**src/rtl/usb_ep_csr_pkg.sv**
```systemverilog
package usb_ep_csr_pkg;
  localparam int CSR_W = 9;
  localparam int IRQ_W = 5;
  localparam int HS_W  = 3;

  localparam int B_TXDONE  = 0;
  localparam int B_OUTFULL = 1;
  localparam int B_SETUP   = 2;
  localparam int B_STALLED = 3;
  localparam int B_LAST    = 4;
  localparam int B_STALLRQ = 5;
  localparam int B_INRDY   = 6;
  localparam int B_WREN    = 7;
  localparam int B_DIRIN   = 8;

  localparam logic [CSR_W-1:0] HW_MASK   = (CSR_W)'(1 << B_TXDONE) | (CSR_W)'(1 << B_OUTFULL)
                                         | (CSR_W)'(1 << B_SETUP)  | (CSR_W)'(1 << B_STALLED);
  localparam logic [CSR_W-1:0] CTRL_MASK = (CSR_W)'(1 << B_SETUP)  | (CSR_W)'(1 << B_LAST)
                                         | (CSR_W)'(1 << B_WREN)   | (CSR_W)'(1 << B_DIRIN);
  localparam logic [CSR_W-1:0] SETUP_WORD = (CSR_W)'(1 << B_SETUP);

  typedef enum logic [HS_W-1:0] {
    HS_ACK   = 3'd0,
    HS_NAK   = 3'd1,
    HS_STALL = 3'd2,
    HS_DATA  = 3'd3,
    HS_ZLP   = 3'd4
  } hs_e;

  typedef enum logic [1:0] {
    PH_IDLE   = 2'd0,
    PH_LAST   = 2'd1,
    PH_STATUS = 2'd2
  } phase_e;
endpackage

```
**src/rtl/ep_csr_regs.sv**
```systemverilog
module ep_csr_regs
  import usb_ep_csr_pkg::*;
#(
  parameter bit IS_CONTROL = 1'b1
) (
  input  logic             clk,
  input  logic             rst_n,
  input  logic             wr_ok,
  input  logic [CSR_W-1:0] wdata,
  input  logic             setup_hit,
  input  logic             set_out_full,
  input  logic             set_tx_done,
  input  logic             set_stalled,
  input  logic             clr_in_ready,
  output logic [CSR_W-1:0] csr
);
  logic [CSR_W-1:0] nxt;

  always_comb begin
    nxt = csr;
    // software bits follow the write, hardware bits only clear on a 0
    if (wr_ok) nxt = (wdata & ~HW_MASK) | (csr & wdata & HW_MASK);
    // hardware sets are applied after the write so they win
    if (set_out_full) nxt[B_OUTFULL] = 1'b1;
    if (set_tx_done)  nxt[B_TXDONE]  = 1'b1;
    if (set_stalled)  nxt[B_STALLED] = 1'b1;
    if (clr_in_ready) nxt[B_INRDY]   = 1'b0;
    if (!IS_CONTROL)  nxt = nxt & ~CTRL_MASK;
    if (setup_hit)    nxt = SETUP_WORD;
  end

  always_ff @(posedge clk or negedge rst_n) begin
    if (!rst_n) csr <= '0;
    else        csr <= nxt;
  end
endmodule

```
**src/rtl/ep_phase_fsm.sv**
```systemverilog
module ep_phase_fsm
  import usb_ep_csr_pkg::*;
(
  input  logic   clk,
  input  logic   rst_n,
  input  logic   setup_hit,
  input  logic   last_rise,
  input  logic   last_with_data,
  input  logic   dir_in,
  input  logic   ev_ack,
  input  logic   ev_out_ok,
  output phase_e phase,
  output logic   set_tx_done
);
  phase_e phase_nxt;

  always_comb begin
    phase_nxt = phase;
    if (setup_hit) begin
      phase_nxt = PH_IDLE;
    end else begin
      unique case (phase)
        PH_IDLE:   if (last_rise) phase_nxt = last_with_data ? PH_LAST : PH_STATUS;
        PH_LAST:   if (ev_ack) phase_nxt = PH_STATUS;
        PH_STATUS: begin
          if (dir_in && ev_out_ok)  phase_nxt = PH_IDLE;
          if (!dir_in && ev_ack)    phase_nxt = PH_IDLE;
        end
        default:   phase_nxt = PH_IDLE;
      endcase
    end
  end

  assign set_tx_done = !setup_hit && ev_ack &&
                       ((phase == PH_LAST && dir_in) || (phase == PH_STATUS && !dir_in));

  always_ff @(posedge clk or negedge rst_n) begin
    if (!rst_n) phase <= PH_IDLE;
    else        phase <= phase_nxt;
  end
endmodule

```
**src/rtl/ep_hs_decide.sv**
```systemverilog
module ep_hs_decide
  import usb_ep_csr_pkg::*;
#(
  parameter bit IS_CONTROL = 1'b1
) (
  input  logic             clk,
  input  logic             rst_n,
  input  logic             tok_valid,
  input  logic             tok_in,
  input  logic [CSR_W-1:0] csr,
  input  phase_e           phase,
  output logic             stall_now,
  output logic             hs_valid,
  output hs_e              hs_code
);
  hs_e    pick;
  logic   in_status;

  assign in_status = IS_CONTROL && (phase == PH_STATUS);
  assign stall_now = tok_valid && csr[B_STALLRQ];

  always_comb begin
    pick = HS_NAK;
    if (csr[B_STALLRQ]) begin
      pick = HS_STALL;
    end else if (tok_in) begin
      if (in_status)          pick = csr[B_DIRIN] ? HS_NAK : HS_ZLP;
      else if (csr[B_INRDY])  pick = HS_DATA;
      else                    pick = HS_NAK;
    end else begin
      if (csr[B_OUTFULL])                              pick = HS_NAK;
      else if (!IS_CONTROL)                            pick = HS_ACK;
      else if (csr[B_SETUP])                           pick = HS_NAK;
      else if (in_status)                              pick = csr[B_DIRIN] ? HS_ACK : HS_NAK;
      else if (phase != PH_IDLE || !csr[B_WREN])       pick = HS_NAK;
      else                                             pick = HS_ACK;
    end
  end

  always_ff @(posedge clk or negedge rst_n) begin
    if (!rst_n) begin
      hs_valid <= 1'b0;
      hs_code  <= HS_ACK;
    end else begin
      hs_valid <= tok_valid;
      if (tok_valid) hs_code <= pick;
    end
  end
endmodule

```
**src/rtl/usb_ep_csr.sv**
```systemverilog
module usb_ep_csr
  import usb_ep_csr_pkg::*;
#(
  parameter bit IS_CONTROL = 1'b1
) (
  input  logic             clk,
  input  logic             rst_n,
  input  logic             bus_wr,
  input  logic [CSR_W-1:0] bus_wdata,
  output logic [CSR_W-1:0] bus_rdata,
  input  logic [IRQ_W-1:0] irq_en,
  output logic             irq,
  input  logic             tok_valid,
  input  logic             tok_in,
  input  logic             ev_setup,
  input  logic             ev_out_ok,
  input  logic             ev_ack,
  output logic             hs_valid,
  output logic [HS_W-1:0]  hs_code
);
  logic [CSR_W-1:0] csr;
  phase_e           phase;
  logic             locked;
  logic             wr_ok;
  logic             setup_hit;
  logic             set_tx_done;
  logic             stall_now;
  hs_e              hs_pick;
  logic [IRQ_W-1:0] irq_src;

  assign locked    = (phase != PH_IDLE);
  assign wr_ok     = bus_wr && !locked;
  assign setup_hit = IS_CONTROL && ev_setup;

  generate
    if (IS_CONTROL) begin : g_ctrl
      logic last_rise;
      assign last_rise = wr_ok && bus_wdata[B_LAST] && !csr[B_LAST];
      ep_phase_fsm u_phase (
        .clk            (clk),
        .rst_n          (rst_n),
        .setup_hit      (setup_hit),
        .last_rise      (last_rise),
        .last_with_data (bus_wdata[B_INRDY]),
        .dir_in         (csr[B_DIRIN]),
        .ev_ack         (ev_ack),
        .ev_out_ok      (ev_out_ok),
        .phase          (phase),
        .set_tx_done    (set_tx_done)
      );
    end else begin : g_plain
      assign phase       = PH_IDLE;
      assign set_tx_done = 1'b0;
    end
  endgenerate

  ep_csr_regs #(.IS_CONTROL(IS_CONTROL)) u_regs (
    .clk          (clk),
    .rst_n        (rst_n),
    .wr_ok        (wr_ok),
    .wdata        (bus_wdata),
    .setup_hit    (setup_hit),
    .set_out_full (ev_out_ok),
    .set_tx_done  (set_tx_done),
    .set_stalled  (stall_now),
    .clr_in_ready (ev_ack),
    .csr          (csr)
  );

  ep_hs_decide #(.IS_CONTROL(IS_CONTROL)) u_hs (
    .clk       (clk),
    .rst_n     (rst_n),
    .tok_valid (tok_valid),
    .tok_in    (tok_in),
    .csr       (csr),
    .phase     (phase),
    .stall_now (stall_now),
    .hs_valid  (hs_valid),
    .hs_code   (hs_pick)
  );

  assign hs_code   = hs_pick;
  assign bus_rdata = csr;
  assign irq_src   = {~csr[B_INRDY], csr[B_STALLED], csr[B_SETUP], csr[B_OUTFULL], csr[B_TXDONE]};
  assign irq       = |(irq_src & irq_en);
endmodule

```
**config.mk**
```make
export PLATFORM = sky130hd
export DESIGN_NAME = usb_ep_csr
export DESIGN_NICKNAME = d
export VERILOG_FILES = /design/src/rtl/usb_ep_csr_pkg.sv /design/src/rtl/ep_csr_regs.sv /design/src/rtl/ep_phase_fsm.sv /design/src/rtl/ep_hs_decide.sv /design/src/rtl/usb_ep_csr.sv
export SDC_FILE = /design/constraint.sdc
export NUM_CORES = 1
export LEC_CHECK = 0
export ABC_AREA = 1
export ABC_CLOCK_PERIOD_IN_PS = 1450
export BUFFER_PORTS_ARGS = -buffer_cell sky130_fd_sc_hd__buf_2
export CAP_MARGIN = 20
export CORE_AREA = 2 2 44 46
export CTS_BUF_LIST = sky130_fd_sc_hd__clkbuf_2 sky130_fd_sc_hd__clkbuf_4 sky130_fd_sc_hd__clkbuf_8
export DETAILED_ROUTE_END_ITERATION = 7
export DIE_AREA = 0 0 46 48
export PLACE_DENSITY = 0.88
export SETUP_SLACK_MARGIN = 0.15
export SKIP_LAST_GASP = 1
export SLEW_MARGIN = 20
export SYNTH_ARGS = -nofsm -noshare
export SYNTH_HDL_FRONTEND = slang
export SYNTH_SLANG_ARGS = --single-unit
```
**constraint.sdc**
```tcl
create_clock -name clk -period 1.45 [get_ports clk]
set_clock_uncertainty 0.05 [all_clocks]
set_input_delay 0.145 -clock clk [delete_from_list [all_inputs] [get_ports clk]]
set_output_delay 0.145 -clock clk [all_outputs]
set_load 0.01 [all_outputs]
```
==> results of run 1 <==
-- repair_timing --
action,4_1_cts,5_1_grt
hold buffers,2,0
hold endpoints to repair,16,0
cloned,0,0
pin swaps,0,1
gates resized for setup,2,2
endpoints found under the setup margin,1,3
setup buffers,1,3
-- through the flow --
stage / setup TNS (ns) / hold slack, ns / instance area (um2)
6_report: 0 / 0.0105 / 1030
5_1_grt: -0.0275 / 0.0255 / 1030
4_1_cts: 0 / 0.0104 / 1000
3_5_place_dp: 0 / 0.0142 / 940
3_3_place_gp: 0 / 0.00902 / 940
2_1_floorplan: 0 / -0.201 / 762
-- worst paths after layout --
kind,start,slack [ns],cells after the start,end
worst max-delay path,u_regs.csr[2]$_DFFE_PN0P_,0.04,5,irq
worst min register to register,u_hs.hs_code[0]$_DFFE_PN0P_,0.45,2,u_hs.hs_code[0]$_DFFE_PN0P_
max in group asynchronous,rst_n,0.87,2,g_ctrl.u_phase.phase[1]$_DFFE_PN0P_
worst max register to register,g_ctrl.u_phase.phase[0]$_DFFE_PN0P_,0.14,6,g_ctrl.u_phase.phase[1]$_DFFE_PN0P_
worst min-delay path,ev_setup,0.01,2,u_regs.csr[3]$_DFFE_PN0P_
min in group asynchronous,rst_n,0.21,2,u_hs.hs_valid$_DFF_PN0_
-- final cells by class --
type / count / area, um2
clock buffer: 4 / 30.0
fill: 133 / 658
inverter: 10 / 40.0
multi-input combinational: 64 / 338
sequential: 15 / 377
tap: 17 / 21.3
timing repair buffer: 41 / 225
-- cell usage after synthesis (all sizes together) --
library cell	n
nand2	23
dfrtp	15
nand3	12
inv	10
nor2	8
a21oi	7
o21ai	7
buf	2
nand4	2
nor3	2
a221oi	1
a22o	1
o2111ai	1
-- sequential cells by signal (all words and copies together) (netlist names) --
signal,count
u_hs.hs_valid,1
u_regs.csr,9
u_hs.hs_code,3
g_ctrl.u_phase.phase,2
-- power groups by stage --
stage	Sequential [W]	Clock, W	Combinational (W)
CTS	0.000500	0.000270	0.000284
global route	0.000509	0.000280	0.000353
floorplan	0.000518	0	0.000151
global placement	0.000506	0	0.000260
detailed placement	0.000509	0	0.000271
finish	0.000504	0.000269	0.000322
-- critical path, cell delays in order (launching register included) --
cell and delay [ns]:
dfrtp_1 0.39, nand2_1 0.07, nand2_1 0.06, a221oi_2 0.16
o21ai_1 0.08, buf_2 0.14
-- metal layers --
metal  part of all wire (%)  routed length (um)  global-route usage (%)  vias to the layer above
met5                      0                   0                       0                        -
met4                    3.8                  81                    16.0                        0
met3                    8.1                 171                    1.51                       10
met2                     49                1040                    32.5                       58
met1                     39                 826                    20.3                      397
li1                       -                   -                       -                      393
-- cell usage in the layout (no fill, tap or decap) --
cell type,count
a22o_1,1
a21oi_2,2
nor2_4,1
o21ai_2,1
buf_2,35
a221oi_2,1
nor2_1,7
o21ai_0,5
nand2_1,20
buf_4,4
a21oi_1,5
dfrtp_1,14
nand2_2,2
nand4_1,2
dlygate4sd3_1,2
inv_4,1
clkbuf_4,4
nand3_1,11
dfrtp_2,1
nand2_4,1
inv_1,9
o2111ai_1,1
o21ai_1,1
nor3_1,2
nand3_2,1
-- logic make-up (layout without fill, tap and decap cells) --
group,count (synthesis),in the layout,synth area share [%]
AND/OR/NAND/NOR,47,47,29.4
buffers and inverters,12,55,7.72
flip-flops,15,15,49.3
AO/OA/AOI/OAI,17,17,13.6
==> flow_summary.toml, run 1 <==
[synthesis]
syn_area_um2 = 762
yosysTopAreaCellShare_pct = 49.3
ys_seq_area_share_pct = 49.3
yosys.area.top_type = "dfrtp_1"
ys_types = 21
avgSynthCellArea_um2 = 8.37
synth-seq-cells = 15
syn_inst = 91
yosysWarnings = 0
ys_top_cells_by_area = "dfrtp_1 (49%), nand2_1 (9.9%), nand3_1 (7.2%)"
syn_nets = 113

[cts]
h-tree-depth = 1
cts_root_buf = "clkbuf_4"
cts_buffer_depth = 2
clkLatencyLatePin_ns = 0.30
cts.sinks = 15
cts_buffers = 3
cts_tree = "yes"
path_clk_slew_ns = 0.09

[placement]
place_inst = 141
io_buffers = 35
dpl.hpwl_um = 1470
gp_congestion = 0.838
place_ws_ns = 0.217

[pwr]
p_clk_share_pct = 24.6
p_leak_nw = 0.563
p_seq_share_pct = 46.0
intPower_w = 0.000724
p_total_w = 0.00110
p_sw_w = 0.000371
netSwitchingFraction_pct = 33.9
power_density_nw_per_um2 = 1060
power_frac_comb_pct = 29.4
vdd.ir_drop.worst_uv = 413

[floorplanning]
core-area_um2 = 1690
dieArea_um2 = 2210
die_y_um = 48
die_x_um = 46
io-pin-count = 36
core.rowCount = 15
initial_utilization_pct = 45.1

[global_route]
antenna_found_initial = 0
grt_pass1_wl_um = 2860
overflow = 0
grtUsageTotal_pct = 18.6
grt_pass1_vias = 704
grt_max_degree = 16

[worst_setup_path]
cp.arrival_ns = 1.21
crit_fanout = 2
cp.required_ns = 1.25
critPathLaunchType = "register"
crit_type = "register to output port"
end_kind = "output port"

[cells_and_area]
final_core_util_pct = 61.0
antennaDiodeCount = 0
drive_above_1_share_pct = 40.3
stdcell_count = 151
finish.net_count = 157
area_delta_synth_final_pct = 35.3

[detailed_routing]
drc = 0
drtAntennaViolNets = 0
drt_first_iter_violations = 45
vias_per_cell = 5.68
drtPass1Iterations = 4
via_count = 858
wirelength_um = 2120
wire_per_inst_um = 14.0

[timing]
max_freq_mhz = 710
setup_viol = 0
rsz0062_at_grt = "true"
hold_violations = 0
final_max_slew_viol_count = 0
period_needed_ns = 1.41
maxSlewHeadroom_pct = 76.6
period_share_pct = 97.1
tightest_slew_ns = 0.350
layout_setup_ws_ns = 0.0415

[job]
max_cap_violations = 0

[run_status]
outcome = "finished clean"

[worst_hold_path]
hold_class = "primary input to register"
No activity file was read; power rests on OpenSTA's default activity.
==> inputs of run 2 (changes only) <==
--- a/config.mk
+++ b/config.mk
@@ -14,6 +14,7 @@
 export DETAILED_ROUTE_END_ITERATION = 7
 export DIE_AREA = 0 0 46 48
 export PLACE_DENSITY = 0.88
+export REMOVE_ABC_BUFFERS = 1
 export SETUP_SLACK_MARGIN = 0.15
 export SKIP_LAST_GASP = 1
 export SLEW_MARGIN = 20
==> run 2 against run 1 <==
Setup slack better by 0.0091 ns. Worst hold slack better by 0.015 ns. Global-route usage is 0.38 points higher. Flip-flop and latch count stayed put. Total power fell by 1.4%. Combinational power hardly changed. Die area is the same. Cell count is 1.3% higher. Wire length decreased by 4.6%.
==> flow_summary.toml, run 2 (synthesized netlist as in run 1, its figures left out) <==
[pwr]
power_frac_comb_pct = 30.1
p_sw_w = 0.000354
netSwitchingFraction_pct = 32.8
power_density_nw_per_um2 = 1030
p_clk_share_pct = 24.0
intPower_w = 0.000726
vdd.ir_drop.worst_uv = 514
p_seq_share_pct = 45.9
p_leak_nw = 0.576

[cells_and_area]
regMostFlops = "u_regs.csr"
finish.net_count = 159
drive_above_1_share_pct = 41.9
layout.cells.most_common_list = "buf_2 (35), nand2_1 (19), dfrtp_1 (13)"
area_delta_synth_final_pct = 37.9
largestRegisters = "u_regs.csr x9, u_hs.hs_code x3, g_ctrl.u_phase.phase x2"
final_common_cell = "buf_2"
antennaDiodeCount = 0
largest_reg_flops = 9

[detailed_routing]
wire_per_inst_um = 13.2
via_count = 825
drtPass1Iterations = 5
vias_per_cell = 5.39
drt_first_iter_violations = 11
drtAntennaViolNets = 0
wirelength_um = 2020
drc = 0

[timing]
max_freq_mhz = 715
final_max_slew_viol_count = 0
maxSlewHeadroom_pct = 75.9
finalSetupTns_ns = 0
layout_setup_ws_ns = 0.0505
hold_slack_ns = 0.0259
tightest_slew_ns = 0.361
rsz0062_at_grt = "true"
period_share_pct = 96.5
setup_viol = 0
hold_violations = 0
period_needed_ns = 1.40

[worst_setup_path]
rrSetupSlack_ns = 0.25
crit_type = "register to output port"
end_kind = "output port"
ff2ff_path_depth = 6
reg2reg_from = "g_ctrl.u_phase.phase[0]$_DFFE_PN0P_"
startpoint = "u_regs.csr[2]$_DFFE_PN0P_"
crit_slowest_cell = "dfrtp_1"
cp.required_ns = 1.25
slowest_delay_ns = 0.39
crit_fanout = 2
worstReg2RegEnd = "g_ctrl.u_phase.phase[1]$_DFFE_PN0P_"
crit_buf_inv = 1
crit_chain = "nand2_1, nand2_2, a221oi_2, o21ai_1, buf_2"
cp.arrival_ns = 1.20
critPathLaunchType = "register"
path_delay_family = "flip-flops"
crit_path_end = "irq"
crit_cells = 5

[placement]
dpl.hpwl_um = 1460
gp_congestion = 0.813
place_ws_ns = 0.218
io_buffers = 35

[global_route]
grtUsageTotal_pct = 19.0
grt_pass1_vias = 710
grt_pass1_wl_um = 2880
antenna_found_initial = 0
overflow = 0
grt_max_degree = 16

[cts]
cts_root_buf = "clkbuf_4"
cts.sinks = 15
cts_buffers = 3
path_clk_slew_ns = 0.09
cts_buffer_depth = 2
cts_tree = "yes"
h-tree-depth = 1
clkLatencyLatePin_ns = 0.28

[worst_hold_path]
hold_class = "primary input to register"

[floorplanning]
die_x_um = 46
initial_utilization_pct = 45.1
die_y_um = 48
core-area_um2 = 1690
core.rowCount = 15
io-pin-count = 36
dieArea_um2 = 2210

[job]
max_cap_violations = 0

[run_status]
outcome = "finished clean"
[run 2: changes by cell type in the layout (fill, tap and decap cells not counted)]
cell / change
buf_4: +2
a21oi_1: +1
a21oi_2: -1
dfrtp_1: -1
dfrtp_2: +1
nand2_1: -1
nand2_4: +1
[run 2: layer usage]
metal | vias up | track usage (%) | wire [um]
met5 | - | 0 | 0
met4 | 0 | 13.7 | 77
met3 | 10 | 1.51 | 201
met2 | 60 | 32.8 | 927
met1 | 359 | 22.1 | 816
li1 | 396 | - | -
[run 2: repair_timing]
| item | in CTS | in global routing |
|---|---|---|
| resized for setup | 2 | 4 |
| setup endpoints to repair | 1 | 6 |
| pin swaps | 0 | 1 |
| hold buffers | 2 | 0 |
| buffers inserted | 3 | 3 |
| hold endpoints to repair | 16 | 0 |
[run 2: how the worst min path moves through the flow]
stage                             from                                  end  slack, ns  depth (start not counted)
after floorplan                  rst_n  g_ctrl.u_phase.phase[0]$_DFFE_PN0P_      -0.20                          0
after global placement           rst_n              u_hs.hs_valid$_DFF_PN0_       0.01                          1
after detailed placement         rst_n            u_regs.csr[3]$_DFFE_PN0P_       0.02                          1
after CTS                 bus_wdata[5]            u_regs.csr[5]$_DFFE_PN0P_       0.03                          3
after global routing      bus_wdata[5]            u_regs.csr[5]$_DFFE_PN0P_       0.03                          3
final                     bus_wdata[5]            u_regs.csr[5]$_DFFE_PN0P_       0.03                          3
[run 2: tightest hold or removal path, cell delays in order]
cell and delay (ns):
buf_2 0.07, nand3_1 0.06, nand2_1 0.05
[run 2: layout make-up]
class	count	area, um2
Fill cell	151	638
Sequential cell	15	378
Multi-Input combinational cell	64	342
Timing Repair Buffer	43	240
Inverter	10	40.0
Clock buffer	4	30.0
Tap cell	17	21.3
[run 2: per-stage QoR]
| stage | cells | area [um2] | power [W] | utilization [%] |
|---|---|---|---|---|
| 2_1_floorplan | 89 | 743 | 0.000662 | - |
| 3_3_place_gp | 141 | 940 | 0.000766 | 55.6 |
| 3_5_place_dp | 141 | 940 | 0.000777 | 55.6 |
| 4_1_cts | 150 | 1020 | 0.00105 | 60.3 |
| 5_1_grt | 153 | 1050 | 0.00114 | 62.2 |
| 6_report | 153 | 1050 | 0.00108 | 62.2 |
[run 2: power by group through the flow]
stage | combinational [W] | clock [W] | sequential, W
after floorplan | 0.000142 | 0 | 0.000520
after global placement | 0.000260 | 0 | 0.000506
after detailed placement | 0.000269 | 0 | 0.000508
after CTS | 0.000289 | 0.000262 | 0.000498
after global routing | 0.000359 | 0.000280 | 0.000501
final | 0.000325 | 0.000259 | 0.000495
